## src/rtl/txr_pkg.sv

```systemverilog
package txr_pkg;

    parameter int WORD_W     = 32;
    parameter int ADDR_W     = 32;
    parameter int BYTE_W     = 8;
    parameter int CNT_W      = 16;
    parameter int CNT_LSB    = 16;
    parameter int OWN_BIT    = 31;
    parameter int DESC_WORDS = 4;
    parameter int NQ         = 2;
    parameter int CAUSE_W    = 4;
    parameter int CAUSE_TOP  = 3;

    localparam int LANES  = WORD_W / BYTE_W;
    localparam int LANE_W = $clog2(LANES);
    localparam int IDX_W  = $clog2(DESC_WORDS);
    localparam int QW     = (NQ > 1) ? $clog2(NQ) : 1;

    typedef enum logic [2:0] {
        S_IDLE,
        S_FETCH,
        S_DECIDE,
        S_BREAD,
        S_SEND,
        S_WBACK,
        S_ADV
    } walk_st_e;

    typedef struct packed {
        logic [WORD_W-1:0] cmd;
        logic [CNT_W-1:0]  count;
        logic [ADDR_W-1:0] buf_addr;
        logic [ADDR_W-1:0] nxt;
    } tx_desc_t;

    function automatic logic [CAUSE_W-1:0] cause_for_queue(input logic [QW-1:0] q);
        logic [CAUSE_W-1:0] m;
        m = '0;
        m[CAUSE_TOP - int'(q)] = 1'b1;
        return m;
    endfunction

    function automatic logic [WORD_W-1:0] release_word(input logic [WORD_W-1:0] w);
        logic [WORD_W-1:0] r;
        r = w;
        r[OWN_BIT] = 1'b0;
        return r;
    endfunction

    function automatic logic [ADDR_W-1:0] word_align(input logic [ADDR_W-1:0] a);
        logic [ADDR_W-1:0] r;
        r = a;
        r[LANE_W-1:0] = '0;
        return r;
    endfunction

endpackage

```

## src/rtl/txr_kick_sched.sv

```systemverilog
module txr_kick_sched #(
    parameter int NQ = 2,
    localparam int QW = (NQ > 1) ? $clog2(NQ) : 1
) (
    input  logic          clk,
    input  logic          rst,
    input  logic [NQ-1:0] kick,
    input  logic          take,
    input  logic [QW-1:0] take_q,
    output logic          any,
    output logic [QW-1:0] pick
);

    logic [NQ-1:0] pend;

    for (genvar g = 0; g < NQ; g++) begin : g_pend
        always_ff @(posedge clk) begin
            if (rst) begin
                pend[g] <= 1'b0;
            end else if (kick[g]) begin
                pend[g] <= 1'b1;
            end else if (take && (take_q == QW'(g))) begin
                pend[g] <= 1'b0;
            end
        end
    end

    // Highest-numbered pending queue wins.
    always_comb begin
        pick = '0;
        for (int i = 0; i < NQ; i++) begin
            if (pend[i]) pick = QW'(i);
        end
    end

    assign any = |pend;

endmodule

```

## src/rtl/txr_step_guard.sv

```systemverilog
module txr_step_guard #(
    parameter int MAX_STEPS = 256,
    localparam int CW = $clog2(MAX_STEPS + 1)
) (
    input  logic clk,
    input  logic rst,
    input  logic clear,
    input  logic inc,
    output logic last_step
);

    logic [CW-1:0] visits;

    always_ff @(posedge clk) begin
        if (rst || clear) begin
            visits <= '0;
        end else if (inc) begin
            visits <= visits + 1'b1;
        end
    end

    assign last_step = (visits == CW'(MAX_STEPS - 1));

endmodule

```

## src/rtl/txr_lane_pick.sv

```systemverilog
module txr_lane_pick #(
    parameter int WORD_W = 32,
    parameter int BYTE_W = 8,
    localparam int LANES  = WORD_W / BYTE_W,
    localparam int LANE_W = $clog2(LANES)
) (
    input  logic [WORD_W-1:0] word,
    input  logic [LANE_W-1:0] lane,
    output logic [BYTE_W-1:0] byte_o
);

    logic [BYTE_W-1:0] lanes [LANES];

    for (genvar g = 0; g < LANES; g++) begin : g_lane
        assign lanes[g] = word[g*BYTE_W +: BYTE_W];
    end

    assign byte_o = lanes[lane];

endmodule

```

## src/rtl/txdesc_ring_dma.sv

```systemverilog
module txdesc_ring_dma
    import txr_pkg::*;
#(
    parameter int MAX_LEN   = 2048,
    parameter int MAX_STEPS = 256
) (
    input  logic                 clk,
    input  logic                 rst,
    input  logic [NQ-1:0]        kick,
    input  logic [ADDR_W-1:0]    q0_head,
    input  logic [ADDR_W-1:0]    q1_head,
    output logic                 busy,
    output logic [CAUSE_W-1:0]   cause_set,
    output logic                 mem_req,
    output logic                 mem_we,
    output logic [ADDR_W-1:0]    mem_addr,
    output logic [WORD_W-1:0]    mem_wdata,
    input  logic                 mem_gnt,
    input  logic [WORD_W-1:0]    mem_rdata,
    output logic                 tx_valid,
    output logic [BYTE_W-1:0]    tx_data,
    output logic                 tx_last,
    input  logic                 tx_ready
);

    walk_st_e            st;
    logic [QW-1:0]       cur_q;
    logic [ADDR_W-1:0]   head_q;
    logic [ADDR_W-1:0]   dptr;
    logic [IDX_W-1:0]    widx;
    tx_desc_t            desc;
    logic [CNT_W-1:0]    bidx;
    logic [WORD_W-1:0]   word_q;
    logic [CAUSE_W-1:0]  cause_q;

    logic                sch_any;
    logic [QW-1:0]       sch_pick;
    logic                start;
    logic                last_step;
    logic [ADDR_W-1:0]   baddr;
    logic                cnt_ok;
    logic                final_byte;
    logic [BYTE_W-1:0]   lane_byte;

    assign start      = (st == S_IDLE) && sch_any;
    assign baddr      = desc.buf_addr + ADDR_W'(bidx);
    assign cnt_ok     = (desc.count != '0) && (int'(desc.count) < MAX_LEN);
    assign final_byte = (bidx == desc.count - 1'b1);

    txr_kick_sched #(.NQ(NQ)) u_sched (
        .clk    (clk),
        .rst    (rst),
        .kick   (kick),
        .take   (start),
        .take_q (sch_pick),
        .any    (sch_any),
        .pick   (sch_pick)
    );

    txr_step_guard #(.MAX_STEPS(MAX_STEPS)) u_guard (
        .clk       (clk),
        .rst       (rst),
        .clear     (start),
        .inc       (st == S_ADV),
        .last_step (last_step)
    );

    txr_lane_pick #(.WORD_W(WORD_W), .BYTE_W(BYTE_W)) u_lane (
        .word   (word_q),
        .lane   (baddr[LANE_W-1:0]),
        .byte_o (lane_byte)
    );

    always_ff @(posedge clk) begin
        if (rst) begin
            st      <= S_IDLE;
            cur_q   <= '0;
            head_q  <= '0;
            dptr    <= '0;
            widx    <= '0;
            desc    <= '0;
            bidx    <= '0;
            word_q  <= '0;
            cause_q <= '0;
        end else begin
            cause_q <= '0;
            unique case (st)
                S_IDLE: begin
                    if (sch_any) begin
                        cur_q  <= sch_pick;
                        head_q <= (sch_pick != '0) ? q1_head : q0_head;
                        dptr   <= (sch_pick != '0) ? q1_head : q0_head;
                        widx   <= '0;
                        st     <= S_FETCH;
                    end
                end
                S_FETCH: begin
                    if (mem_gnt) begin
                        unique case (widx)
                            2'd0: desc.cmd      <= mem_rdata;
                            2'd1: desc.count    <= mem_rdata[CNT_LSB +: CNT_W];
                            2'd2: desc.buf_addr <= mem_rdata;
                            default: desc.nxt   <= mem_rdata;
                        endcase
                        widx <= widx + 1'b1;
                        if (widx == IDX_W'(DESC_WORDS - 1)) st <= S_DECIDE;
                    end
                end
                S_DECIDE: begin
                    if (!desc.cmd[OWN_BIT]) begin
                        st <= S_ADV;
                    end else if (!cnt_ok) begin
                        st <= S_WBACK;
                    end else begin
                        bidx <= '0;
                        st   <= S_BREAD;
                    end
                end
                S_BREAD: begin
                    if (mem_gnt) begin
                        word_q <= mem_rdata;
                        st     <= S_SEND;
                    end
                end
                S_SEND: begin
                    if (tx_ready) begin
                        if (final_byte) begin
                            st <= S_WBACK;
                        end else begin
                            bidx <= bidx + 1'b1;
                            if (baddr[LANE_W-1:0] == '1) st <= S_BREAD;
                        end
                    end
                end
                S_WBACK: begin
                    if (mem_gnt) begin
                        cause_q <= cause_for_queue(cur_q);
                        st      <= S_ADV;
                    end
                end
                default: begin
                    if ((desc.nxt == head_q) || last_step) begin
                        st <= S_IDLE;
                    end else begin
                        dptr <= desc.nxt;
                        widx <= '0;
                        st   <= S_FETCH;
                    end
                end
            endcase
        end
    end

    always_comb begin
        mem_req   = 1'b0;
        mem_we    = 1'b0;
        mem_addr  = '0;
        mem_wdata = '0;
        unique case (st)
            S_FETCH: begin
                mem_req  = 1'b1;
                mem_addr = dptr + ADDR_W'({widx, 2'b00});
            end
            S_BREAD: begin
                mem_req  = 1'b1;
                mem_addr = word_align(baddr);
            end
            S_WBACK: begin
                mem_req   = 1'b1;
                mem_we    = 1'b1;
                mem_addr  = dptr;
                mem_wdata = release_word(desc.cmd);
            end
            default: ;
        endcase
    end

    assign busy      = (st != S_IDLE);
    assign cause_set = cause_q;
    assign tx_valid  = (st == S_SEND);
    assign tx_data   = tx_valid ? lane_byte : '0;
    assign tx_last   = tx_valid && final_byte;

endmodule

```

## config.mk

```make
export PLATFORM = sky130hd
export DESIGN_NAME = txdesc_ring_dma
export DESIGN_NICKNAME = d
export VERILOG_FILES = /design/src/rtl/txr_pkg.sv /design/src/rtl/txr_kick_sched.sv /design/src/rtl/txr_step_guard.sv /design/src/rtl/txr_lane_pick.sv /design/src/rtl/txdesc_ring_dma.sv
export SDC_FILE = /design/constraint.sdc
export NUM_CORES = 1
export LEC_CHECK = 0
export ABC_AREA = 1
export CAP_MARGIN = 20
export CORE_ASPECT_RATIO = 1.2
export CORE_UTILIZATION = 42
export CTS_BUF_LIST = sky130_fd_sc_hd__clkbuf_4
export DETAILED_ROUTE_END_ITERATION = 10
export PLACE_DENSITY_LB_ADDON = 0.2
export SYNTH_ARGS = -nofsm -noshare
export SYNTH_HDL_FRONTEND = slang
export SYNTH_HIERARCHICAL = 1
export SYNTH_SLANG_ARGS = --single-unit
```

## constraint.sdc

```tcl
create_clock -name clk -period 6.2 [get_ports clk]
set_clock_uncertainty 0.15 [all_clocks]
set_input_delay 0.93 -clock clk [delete_from_list [all_inputs] [get_ports clk]]
set_output_delay 0.93 -clock clk [all_outputs]
set_load 0.005 [all_outputs]
```

======== Yosys cells after proc, flatten, opt, wreduce, memory -nomap -nowiden ========
Index checks and enable logic that the tools add are counted.
W data, S select, Z words.
cells by class
  $add $sub $neg .......................... 7
  multiply operators ...................... 0
  div/mod/pow operators ................... 0
  $lt $le $gt $ge ......................... 4
  equal/unequal tests ..................... 25
  shift-type cells ........................ 0
  multiplexer cells ....................... 40
  bitwise gates (word level) .............. 7
  reductions and logical operators ........ 31
operators by type and width
  cell                     number
  $mux W32                 3
  $pmux W32 S3             1
  $mux W16                 4
  $pmux W32 S2             1
  $add A32 B16 Y32         1
  $add A32 B4 Y32          1
  $eq A32 B32 Y1           1
  $pmux W16 S2             1
  $mux W31                 1
  $mux W3                  10
  $mux W8                  3
  $ne A2 B2 Y1 const B     9
  $pmux W3 S6              1
  $add A16 B1 Y16 const B  1
  $bmux W8 S2              1
  $eq A16 B16 Y1           1
  $lt A16 B12 Y1 const B   1
  $reduce_bool A16 Y1      1
  $sub A16 B1 Y16 const B  1
  $reduce_and A3 Y1        5
  $add A9 B1 Y9 const B    1
  $eq A3 B3 Y1 const B     3
  $eq A9 B8 Y1 const B     1
  $mux W1                  9
  31 further kinds         52
word-level totals
  register bits ........................... 245
  bits in latches ......................... 0
  memory bits (writable) .................. 0
  ROM bits ................................ 0
  input port bits ......................... 102
  output and inout port bits .............. 81
  memories kept ........................... 0

======== Depth between registers and ports, before layout ========
  depth in word-level cells ............... 6
  mapped depth ............................ 19

======== By module ========
Netlist, hierarchy kept.
modules (own cells, without submodules)
  module           times used  cells each  area an instance (µm²)  sequential area each (µm²)
  txdesc_ring_dma  1           2009        13461.7                 4644.5
  txr_step_guard   1           61          449.2                   180.2
  txr_lane_pick    1           94          395.4                   0.0
  txr_kick_sched   1           11          82.6                    40.0

======== Worst setup path before layout ========
OpenSTA, ideal clock, no wires.
  kind .................................... reg2out
  start point ............................. register widx[0]
  end point ............................... output mem_addr[30]
  arrival ................................. 2.112 ns
  required time ........................... 5.120 ns
  path slack .............................. 3.008 ns
  stages on the path, launching flop included .. 16
  cell sequence ........................... dfxtp_1 -> ha_1 -> fa_1 -> nand2_1 -> nor2_1 -> nand2_1 -> nor2_2 -> inv_1 -> nor2_2 -> nand3_2 -> nor3_2 -> nand2_1 -> nor2_1 -> o21ai_0 -> a21o_1 -> nand3_1
on the way
  longest elaborated chain between the ends .. 2
RTL lines
  what                      line                    text
  start: declaration        txdesc_ring_dma.sv:30   logic [IDX_W-1:0] widx;
  start signal: assignment  txdesc_ring_dma.sv:105  widx <= widx + 1'b1;
  $add A32 B4 Y32           txdesc_ring_dma.sv:162  mem_addr = dptr + ADDR_W'({widx, 2'b00});
  $pmux W32 S3              txdesc_ring_dma.sv:159  unique case (st)
  end: declaration          txdesc_ring_dma.sv:16   output logic [ADDR_W-1:0] mem_addr,
No other way between the ends.

======== Worst setup path in the final report ========
  start point ............................. register bidx[3]
  end point ............................... output mem_addr[24]
on the way
  longest elaborated chain between the ends .. 2
RTL lines
  what                      line                    text
  start: declaration        txdesc_ring_dma.sv:32   logic [CNT_W-1:0] bidx;
  start signal: assignment  txdesc_ring_dma.sv:130  bidx <= bidx + 1'b1;
  $add A32 B16 Y32          txdesc_ring_dma.sv:46   assign baddr = desc.buf_addr + ADDR_W'(bidx);
  $pmux W32 S3              txdesc_ring_dma.sv:159
No other way between the ends.

==> impl_metrics.py <==
metrics = {
    "finish": {
        "nNetsFinal": 2466,
        "ff_latch_area_mm2": 0.00486,
        "fill_cells": 3477,
        "fin_area_mm2": 0.0173,
        "layout-drive-gt1-share_pct": 10.3,
        "area_growth_pct": 20.4,
        "multi_input_area_mm2": 0.00807,
    },
    "synth": {
        "syn-instance-count": 2175,
        "synth.ff_latch_count": 243,
        "synth_cell_type_count": 59,
        "synth_compound_area_share_pct": 18.6,
        "synth_ff_type": "dfxtp_1",
        "synthesis.area_mm2": 0.0144,
        "ys_warn_count": 6,
        "yosys.area_share.adder_pct": 2.63,
        "synth_simple_gate_area_share_pct": 28.9,
        "synth-xor-area-share_pct": 3.27,
        "synthMuxAreaShare_pct": 2.50,
        "ys_async_sr_fraction_pct": 0,
        "synth_top_family_by_area": "simple AND/OR/NAND/NOR gates",
        "syn_avg_cell_area_um2": 6.62,
        "synth_edf_count": 0,
        "ys_seq_area_share_pct": 33.8,
    },
    "pwr": {
        "seqPwrFrac_pct": 36.8,
        "peakVddDrop_v": 0.000183,
        "p_int_w": 0.00329,
        "combPwrFrac_pct": 35.7,
        "sw_frac_of_total_pct": 40.0,
        "power.total_w": 0.00549,
        "cellLeakagePower_nw": 6.64,
        "p_per_area_mw_per_mm2": 317,
        "p_clk_share_pct": 27.5,
        "switchingPower_w": 0.00220,
    },
    "timing": {
        "maxSlewHeadroom_pct": 30.8,
        "fin_crit_sh_pct": 81.0,
        "setup_viol": 0,
        "period_minus_slack_ns": 5.02,
        "hold_viol": 0,
        "worstMarginPinSlew_ns": 1.04,
        "rsz0062_at_grt": "no",
        "fmax_mhz": 199,
        "finalSetupTns_ns": 0,
        "maxSlewViolCount": 0,
    },
    "hold_path": {
        "hold_path_class": "reg2reg",
        "min-delay-start": "cur_q$_SDFFE_PP0P_",
    },
    "floorplanning": {
        "die_x_um": 171,
        "dieArea_mm2": 0.0350,
        "core_area_mm2": 0.0334,
        "start_util_pct": 43.0,
        "io_pins": 183,
        "row_count": 73,
        "die_y_um": 205,
    },
    "worst_setup_path": {
        "worstPathMaxFanout": 8,
        "r2r-start": "st[2]$_SDFFE_PP0P_",
        "startpoint": "bidx[3]$_SDFFE_PP0P_",
        "worstPathArrival_ns": 3.94,
        "crit_slowest_cell": "o21ai_0",
        "crit_chain": "ha_1, a21oi_1, o21ai_0, nand2_1, nand3_1, a21oi_1, o21ai_0, nand2_1, o21ai_0, nand3_1, nand3_1, clkdlybuf4s50_1",
        "end_kind": "output pin",
        "critPathMaxStageDelay_ns": 0.63,
        "critPathRequiredTime_ns": 5.12,
        "criticalPathCategory": "reg2out",
        "cp-start-kind": "flip-flop",
    },
    "clock_tree": {
        "post-cts-setup-buffers": 0,
        "cts_buffer_depth": 3,
        "clk_pin_slew_ns": 0.06,
        "htreeDepth": 3,
        "hold_buffers": 0,
        "cts-root-buf": "clkbuf_4",
        "cts_buffers": 67,
        "clk_latency_ns": 0.73,
        "cts_tree": "done",
        "cts_resized": 0,
        "cts.sinks": 243,
    },
    "detailed_routing": {
        "wl_per_cell_um": 17.7,
        "vias": 15000,
        "ant_nets": 0,
        "drc": 0,
        "first_pass_iters": 6,
        "viasPerCell": 5.31,
        "first_iter_violations": 1579,
        "wirelength_um": 50100,
    },
    "global_routing": {
        "grt_usage_pct": 28.7,
        "antenna_found_initial": 4,
        "grt_max_degree": 110,
        "first_global_vias": 13800,
        "overflow": 0,
        "grt_pass1_wl_um": 76500,
    },
    "job": {
        "maxCapViolations": 0,
    },
    "placement": {
        "hpwl_um": 36100,
        "place_area_mm2": 0.0164,
        "portBuffers": 179,
        "place.gp.congestion": 0.961,
    },
    "run_status": {
        "outcome": "finished clean",
    },
}
critical path: cells and delay by family (launching register included):
kind / cells / cell delay, ns
AO/OA/AOI/OAI: 5 / 1.23
flip-flops: 1 / 0.40
buffers and inverters: 1 / 0.50
AND/OR/NAND/NOR: 5 / 0.65
adder cells (fa/ha/maj): 1 / 0.41
power groups by stage:
stage	logic, W	clock network (W)	registers [W]
CTS	0.00193	0.00154	0.00202
detailed placement	0.00191	0	0.00205
global route	0.00217	0.00162	0.00205
global placement	0.00191	0	0.00204
floorplan	0.00132	0	0.00198
finish	0.00196	0.00151	0.00202
cells in the mapped netlist (8+ instances only):
master | number | area [um^2]
a21oi_1 | 224 | 1120
a21oi_2 | 11 | 96.3
clkbuf_1 | 86 | 323
dfxtp_1 | 243 | 4860
ha_1 | 27 | 338
inv_1 | 261 | 980
inv_2 | 8 | 30.0
mux2_2 | 32 | 360
nand2_1 | 424 | 1590
nand2_2 | 13 | 81.3
nand3_1 | 152 | 761
nand4_1 | 26 | 163
nor2_1 | 227 | 852
nor2_2 | 9 | 56.3
nor3_1 | 22 | 110
nor4_1 | 13 | 81.3
o21ai_0 | 232 | 1160
or2_2 | 13 | 81.3
xnor2_1 | 13 | 114
xor2_1 | 37 | 324
flip-flops by register name, indices dropped and copies added, names as in the netlist:
name            count
desc              112
dptr               32
head_q             32
word_q             32
bidx               16
u_guard/visits      9
st                  3
cause_set           2
u_sched/pend        2
widx                2
cur_q               1
cells by family (layout without fill, tap and decap cells):
kind of cell / after synthesis / in the layout
compound gates: 505 / 505
xor+xnor: 52 / 52
fa+ha+maj: 29 / 29
buf+inv: 377 / 577
flops: 243 / 243
mux: 32 / 32
other cells: 1 / 5
simple gates: 936 / 936
routing by layer:
layer  GRT usage [%]  wire, um  up-vias
li1                -         -     7459
met1            39.1     22500     6886
met2            44.3     22300      562
met3            4.12      3320      105
met4            13.7      2040        2
met5               0        13        -
area by class of cell:
cell class,instances,area share [%]
multi-input combinational,1557,46.6
sequential,243,28.1
timing repair buffer,196,11.3
inverter,270,5.87
clock buffer,100,4.33
tap,450,3.25
clock inverter,11,0.571
antenna,2,0.0289
cells in the final DEF (no fill, tap or decap), drive strengths merged, types with 6 or more instances in the layout:
master / n
xor2: 39
clkinv: 8
or2: 15
nand3b: 6
a21oi: 235
nand4: 26
o21ai: 236
clkbuf: 100
ha: 27
nand2: 441
nor2: 244
nand3: 159
inv: 270
nor4: 13
buf: 18
o211ai: 7
o221ai: 7
clkdlybuf4s50: 178
mux2: 32
nor3: 25
dfxtp: 243
xnor2: 13
per-stage QoR:
stage          utilization [%]  setup WS [ns]  hold slack [ns]  instances
3_3_place_gp              49.1           1.97            0.265       2713
6_report                  51.8           1.18            0.298       2829
5_1_grt                   51.8          0.919            0.316       2829
4_1_cts                   51.6           1.11            0.291       2824
2_1_floorplan                -           3.01            0.251       2177
3_5_place_dp              49.1           1.91            0.270       2713
worst paths after layout:
kind	slack, ns	end	depth (start not counted)
worst min-delay path	0.30	cause_set[3]$_SDFF_PP0_	1
worst min register to register	0.30	cause_set[3]$_SDFF_PP0_	1
worst max register to register	2.96	dptr[11]$_SDFFE_PP0P_	11
worst max-delay path	1.18	mem_addr[24]	12
Note: power is estimated with default switching activity, not from simulation.
